$ cat src/rtl/iss_sel_pkg.sv
package iss_sel_pkg;
  // width needed to count 0..n inclusive
  function automatic int unsigned count_w(input int unsigned n);
    return (n < 2) ? 1 : $clog2(n + 1);
  endfunction
endpackage

$ cat src/rtl/iss_age_rank.sv
module iss_age_rank #(
  parameter int NUM_CLS = 4,
  parameter int SEQ_W   = 8,
  parameter int RANK_W  = 3
) (
  input  logic [NUM_CLS-1:0]        issuable,
  input  logic [NUM_CLS*SEQ_W-1:0]  hd_seq,
  output logic [NUM_CLS*RANK_W-1:0] ahead
);
  function automatic logic precedes(input logic [SEQ_W-1:0] a, input logic [SEQ_W-1:0] b,
                                    input int ia, input int ib);
    logic [SEQ_W-1:0] diff;
    diff = a - b;
    return diff[SEQ_W-1] || ((a == b) && (ia < ib));
  endfunction

  // For each class: how many issuing classes stand in front of it in age order
  always_comb begin
    for (int c = 0; c < NUM_CLS; c++) begin
      logic [RANK_W-1:0] acc;
      acc = '0;
      for (int d = 0; d < NUM_CLS; d++) begin
        if (d != c && issuable[d] &&
            precedes(hd_seq[d*SEQ_W +: SEQ_W], hd_seq[c*SEQ_W +: SEQ_W], d, c))
          acc = acc + RANK_W'(1);
      end
      ahead[c*RANK_W +: RANK_W] = acc;
    end
  end
endmodule

$ cat src/rtl/iss_slot_pack.sv
module iss_slot_pack #(
  parameter int NUM_CLS = 4,
  parameter int ISSUE_W = 2,
  parameter int SEQ_W   = 8,
  parameter int TID_W   = 1,
  parameter int CLS_W   = 2,
  parameter int RANK_W  = 3
) (
  input  logic [NUM_CLS-1:0]        grant,
  input  logic [NUM_CLS*RANK_W-1:0] ahead,
  input  logic [NUM_CLS*SEQ_W-1:0]  hd_seq,
  input  logic [NUM_CLS*TID_W-1:0]  hd_tid,
  output logic [ISSUE_W-1:0]        s_vld,
  output logic [ISSUE_W*CLS_W-1:0]  s_cls,
  output logic [ISSUE_W*SEQ_W-1:0]  s_seq,
  output logic [ISSUE_W*TID_W-1:0]  s_tid
);
  // Slot k takes the granted class with exactly k issuers in front of it
  always_comb begin
    s_vld = '0;
    s_cls = '0;
    s_seq = '0;
    s_tid = '0;
    for (int k = 0; k < ISSUE_W; k++) begin
      for (int c = 0; c < NUM_CLS; c++) begin
        if (grant[c] && ahead[c*RANK_W +: RANK_W] == RANK_W'(k)) begin
          s_vld[k]                 = 1'b1;
          s_cls[k*CLS_W +: CLS_W]  = CLS_W'(c);
          s_seq[k*SEQ_W +: SEQ_W]  = hd_seq[c*SEQ_W +: SEQ_W];
          s_tid[k*TID_W +: TID_W]  = hd_tid[c*TID_W +: TID_W];
        end
      end
    end
  end
endmodule

$ cat src/rtl/iss_release_timer.sv
module iss_release_timer #(
  parameter int LAT_W = 3
) (
  input  logic             clk,
  input  logic             rst,
  input  logic             fire,
  input  logic [LAT_W-1:0] lat,
  output logic             rel
);
  logic [LAT_W-1:0] remain;

  always_ff @(posedge clk) begin
    if (rst) begin
      remain <= '0;
      rel    <= 1'b0;
    end else begin
      rel <= (fire && lat <= LAT_W'(1)) || (remain == LAT_W'(1));
      if (fire && lat > LAT_W'(1))
        remain <= lat - LAT_W'(1);
      else if (remain != '0)
        remain <= remain - LAT_W'(1);
    end
  end
endmodule

$ cat src/rtl/iss_select.sv
module iss_select #(
  parameter int NUM_CLS = 4,
  parameter int ISSUE_W = 2,
  parameter int SEQ_W   = 8,
  parameter int NUM_THR = 2,
  parameter int CNT_W   = 8,
  parameter int LAT_W   = 3,
  localparam int CLS_W  = (NUM_CLS < 2) ? 1 : $clog2(NUM_CLS),
  localparam int TID_W  = (NUM_THR < 2) ? 1 : $clog2(NUM_THR)
) (
  input  logic                             clk,
  input  logic                             rst,
  input  logic [NUM_CLS-1:0]               hd_vld,
  input  logic [NUM_CLS*SEQ_W-1:0]         hd_seq,
  input  logic [NUM_CLS-1:0]               hd_sq,
  input  logic [NUM_CLS*TID_W-1:0]         hd_tid,
  input  logic [NUM_CLS-1:0]               need_fu,
  input  logic [NUM_CLS-1:0]               fu_free,
  input  logic [NUM_CLS*LAT_W-1:0]         iss_lat,
  output logic [NUM_CLS-1:0]               hd_pop,
  output logic [ISSUE_W-1:0]               iss_vld,
  output logic [ISSUE_W*CLS_W-1:0]         iss_cls,
  output logic [ISSUE_W*SEQ_W-1:0]         iss_seq,
  output logic [ISSUE_W*TID_W-1:0]         iss_tid,
  output logic [NUM_CLS-1:0]               fu_release,
  output logic [NUM_CLS*NUM_THR*CNT_W-1:0] busy_cnt
);
  localparam int RANK_W = iss_sel_pkg::count_w(NUM_CLS);

  logic [NUM_CLS-1:0]        live, issuable, in_window, grant, busy_hit;
  logic [NUM_CLS*RANK_W-1:0] ahead;
  logic [ISSUE_W-1:0]        s_vld;
  logic [ISSUE_W*CLS_W-1:0]  s_cls;
  logic [ISSUE_W*SEQ_W-1:0]  s_seq;
  logic [ISSUE_W*TID_W-1:0]  s_tid;

  assign live     = hd_vld & ~hd_sq;
  assign issuable = live & (~need_fu | fu_free);

  iss_age_rank #(.NUM_CLS(NUM_CLS), .SEQ_W(SEQ_W), .RANK_W(RANK_W)) u_rank (
    .issuable (issuable),
    .hd_seq   (hd_seq),
    .ahead    (ahead)
  );

  // a class is reached by the scan while fewer than ISSUE_W older classes issued
  always_comb begin
    for (int c = 0; c < NUM_CLS; c++)
      in_window[c] = ahead[c*RANK_W +: RANK_W] < RANK_W'(ISSUE_W);
  end

  assign grant    = issuable & in_window;
  assign busy_hit = live & need_fu & ~fu_free & in_window;
  assign hd_pop   = hd_vld & in_window & (hd_sq | issuable);

  iss_slot_pack #(
    .NUM_CLS(NUM_CLS), .ISSUE_W(ISSUE_W), .SEQ_W(SEQ_W),
    .TID_W(TID_W), .CLS_W(CLS_W), .RANK_W(RANK_W)
  ) u_pack (
    .grant  (grant),
    .ahead  (ahead),
    .hd_seq (hd_seq),
    .hd_tid (hd_tid),
    .s_vld  (s_vld),
    .s_cls  (s_cls),
    .s_seq  (s_seq),
    .s_tid  (s_tid)
  );

  always_ff @(posedge clk) begin
    if (rst) begin
      iss_vld <= '0;
      iss_cls <= '0;
      iss_seq <= '0;
      iss_tid <= '0;
    end else begin
      iss_vld <= s_vld;
      iss_cls <= s_cls;
      iss_seq <= s_seq;
      iss_tid <= s_tid;
    end
  end

  for (genvar c = 0; c < NUM_CLS; c++) begin : g_cls
    iss_release_timer #(.LAT_W(LAT_W)) u_rel (
      .clk  (clk),
      .rst  (rst),
      .fire (grant[c] & need_fu[c]),
      .lat  (iss_lat[c*LAT_W +: LAT_W]),
      .rel  (fu_release[c])
    );

    for (genvar t = 0; t < NUM_THR; t++) begin : g_thr
      localparam int IDX = (c * NUM_THR + t) * CNT_W;
      always_ff @(posedge clk) begin
        if (rst)
          busy_cnt[IDX +: CNT_W] <= '0;
        else if (busy_hit[c] && hd_tid[c*TID_W +: TID_W] == TID_W'(t))
          busy_cnt[IDX +: CNT_W] <= busy_cnt[IDX +: CNT_W] + CNT_W'(1);
      end
    end
  end
endmodule

$ cat config.mk
export PLATFORM = sky130hd
export DESIGN_NAME = iss_select
export DESIGN_NICKNAME = d
export VERILOG_FILES = /design/src/rtl/iss_sel_pkg.sv /design/src/rtl/iss_age_rank.sv /design/src/rtl/iss_slot_pack.sv /design/src/rtl/iss_release_timer.sv /design/src/rtl/iss_select.sv
export SDC_FILE = /design/constraint.sdc
export NUM_CORES = 1
export LEC_CHECK = 0
export ABC_CLOCK_PERIOD_IN_PS = 4300
export BUFFER_PORTS_ARGS = -buffer_cell sky130_fd_sc_hd__buf_4
export CORE_MARGIN = 2
export CORE_UTILIZATION = 55
export DETAILED_ROUTE_END_ITERATION = 7
export PLACE_DENSITY = 0.83
export SYNTH_ARGS = -nofsm -noshare
export SYNTH_HDL_FRONTEND = slang
export SYNTH_HIERARCHICAL = 1
export SYNTH_SLANG_ARGS = --single-unit
$ cat constraint.sdc
create_clock -name clk -period 4.3 [get_ports clk]
set_clock_uncertainty 0.05 [all_clocks]
set_input_delay 0.215 -clock clk [delete_from_list [all_inputs] [get_ports clk]]
set_output_delay 0.215 -clock clk [all_outputs]
set_load 0.1 [all_outputs]
==> metrics.txt <==
multiplexer share of the synthesized area=3.11%; critical path depth=20; RSZ-0062 raised after global routing=no; clock-pin slew of the registers on the worst-case setup and hold paths=0.07 ns; Starting Density=between 50 and 60%; Routed Wire Length=roughly 21000 um; ANT nets after route=0; Worst R2R Setup Slack=2.70 ns; worst-path cell chain=buf_4 > inv_1 > ha_1 > nor2b_1 > o21a_1 > o21bai_1 > nand3_1 > o211a_1 > ha_1 > a21boi_0 > o22ai_1 > nand2_1 > or4b_2 > nor2_2 > nor4bb_2 > or2_4 > nor3_4 > buf_4 > o2bb2ai_1 > nor2b_1; DRC viols=0; Final Hold Viols=0; worst reg2reg path endpoint=busy_cnt[38]; via density per instance=5.65; H-tree Lvls=3; global-route wire length before repair=34600 um; number of synthesized flops with an enable pin=0; cts bufs inserted=9; row cnt=44; Post-synth top flop=dfxtp_1; largest net degree at the start of global routing=68; Starting DRT DRC Count=426; slowest stage delay, CP=0.69 ns; total grt overflow=0; CP startpoint=hd_seq[9]; Setup crit end kind=flip-flop; setup tns final=0 ns; Synth Area in XOR/XNOR=7.12%; sequential cell area fraction in the yosys report=25.7%; HP Start=iss_lat[0]; Layout area overhead=23.0%; max-cap violations=0; critical path fanouts, max=8; most frequent cells in the layout=buf_4 (193), ha_1 (120), nor2_1 (111); Net Count, Synth=approximately 1100; IO Port Bufs=around 160; Crit Reg-Reg Startpoint=busy_cnt[32]; Final Util=68.8%; startpoint types=primary input; fmax=0.253 GHz; crit path DAT=a little over 4 ns; Total Die Area=15700 um2; wire length per cell=16.2 um; fin crit share=91.9%; Slew Viols, Final=0; R2R cell count=5; PnR Total Power=3020 uW; Worst path top cell family by delay=simple AND/OR/NAND/NOR gates; number of setup violations in the final report=0; Core ar.=between 10000 and 15000 um2; commonest non-fill, non-tap cell in the layout=buf_4; FF+latch count, synth=104; initial antenna violation count=0; CTS tree=built; layout cells sized above 1=21.4%; clk_lat worst skew=0.35 ns; Syn Area/Cell=8.52 um2; synthesized area=a little over 8000 um2; HP Class=primary input to flip-flop; vias in the first global route=7206; Clock Tree Root=clkbuf_16; yosys warns=6; router iterations before antenna repair=5; Synth Area in Adders=18.5%; WS Path Type=primary input to flip-flop; Peak supply drop=316 uV; post-DP HPWL=16700 um; GRT Overall Usage=a little over a quarter; Final nets=1317; WHS Path Cells=4; post-synthesis cell count=between 900 and 1000; status=finished, final reports clean; Worst Path Required=4.47 ns; Fin Hold WS=0.166 ns; fillcell total=1182; via count=7457; post-synth cell types=68; final worst path period need=a little under 4 ns; post-place instance area=9680 um2; leak pwr=0.00476 uW; PwrDens=slightly above 300 nW/um2; Die Y-Extent=approximately 130 um; buffers and inverters on the worst path=3; Critical-path top delay cell=or4b_2; Antenna diodes=0; GP Congestion=0.989; clk buf depth=2; Design Area, Final=9970 um2; simple-gate share of the synthesized area=26.6%; Rel. slew slack=44.5%; clk sinks=104; Compound-Gate Fraction of Synth Area=14.4%; die width=125 um; Worst Hold Path EP=g_cls[0].u_rel/remain[0]; pin slew with the least headroom to its limit=0.832 ns; Ports=162; largest family of logic cells by synthesized area=simple AND/OR/NAND/NOR gates; FFs w/ async S/R, synth=0%
## where the power goes
group	leakage [uW]	switching [uW]	internal [uW]
sequential	0.000844	38.7	1040
clock	0.000143	360	426
combinational	0.00377	713	438
total	0.00476	1110	1900
## how the worst max path moves through the flow
stage	slack, ns	end
4_1_cts	0.32	iss_seq[8]
3_5_place_dp	-0.008	iss_tid[0]
5_1_grt	0.06	iss_seq[7]
6_report	0.35	iss_seq[12]
3_3_place_gp	0.11	iss_seq[8]
2_1_floorplan	0.35	hd_pop[3]
## kinds of logic after synthesis
group,after synthesis
AO/OA/AOI/OAI,161
XOR/XNOR,65
adder cells (fa/ha/maj),120
buffers and inverters,89
flip-flops,104
multiplexers,25
AND/OR/NAND/NOR,387
## synth_stat cells (11+ instances only)
library cell / count / share of area [%]
nor2b_1: 48 / 3.7
xor2_1: 26 / 2.8
clkbuf_1: 13 / 0.60
inv_1: 65 / 3.0
nand3_1: 37 / 2.3
nand4_1: 18 / 1.4
dfxtp_1: 104 / 26
nor3_1: 11 / 0.68
xnor2_1: 38 / 4.1
nor4_1: 19 / 1.5
nor2_1: 112 / 5.2
and3_1: 14 / 1.1
o21ai_0: 19 / 1.2
nand2_1: 47 / 2.2
mux2i_1: 24 / 3.0
a21oi_1: 40 / 2.5
ha_1: 120 / 19
a21o_1: 22 / 2.0
## worst min-delay path: stages
cell and delay [ns]:
buf_4 0.09, inv_1 0.04, mux2i_1 0.12, nor2_1 0.05
## flip-flops by register name, summed over array words and instances, names as in the netlist
signal and count:
busy_cnt 64, g_cls.u_rel/rel 4, g_cls.u_rel/remain 12, iss_cls 4, iss_seq 16, iss_tid 2
iss_vld 2
## what timing repair did
item | 4_1_cts | 5_1_grt
gates resized for setup | 0 | 2
setup endpoints to repair | 0 | 12
buffers inserted | 0 | 0
hold buffers | 0 | 0
## area by class of cell
| class | count | area, um2 | area share [%] |
|---|---|---|---|
| Multi-Input combinational cell | 758 | 5680 | 57.0 |
| Sequential cell | 104 | 2080 | 20.9 |
| Timing Repair Buffer | 193 | 1450 | 14.5 |
| Clock buffer | 12 | 256 | 2.57 |
| Inverter | 65 | 244 | 2.45 |
| Tap cell | 184 | 230 | 2.31 |
| Clock inverter | 4 | 27.5 | 0.276 |
## metal layers
| layer | track usage, % | part of all wire, % | vias to the layer above |
|---|---|---|---|
| met5 | 0 | 0 | - |
| met4 | 8.82 | 2.2 | 0 |
| met3 | 5.91 | 7.4 | 31 |
| met2 | 45.3 | 47 | 261 |
| met1 | 33.7 | 43 | 3462 |
| li1 | - | - | 3703 |
## metrics by stage
stage / setup slack [ns] / cells
6_report: 0.347 / 1320
5_1_grt: 0.0638 / 1320
4_1_cts: 0.318 / 1320
3_5_place_dp: -0.00768 / 1304
3_3_place_gp: 0.106 / 1304
2_1_floorplan: 0.355 / 951
(Power assumes the default switching activity.)
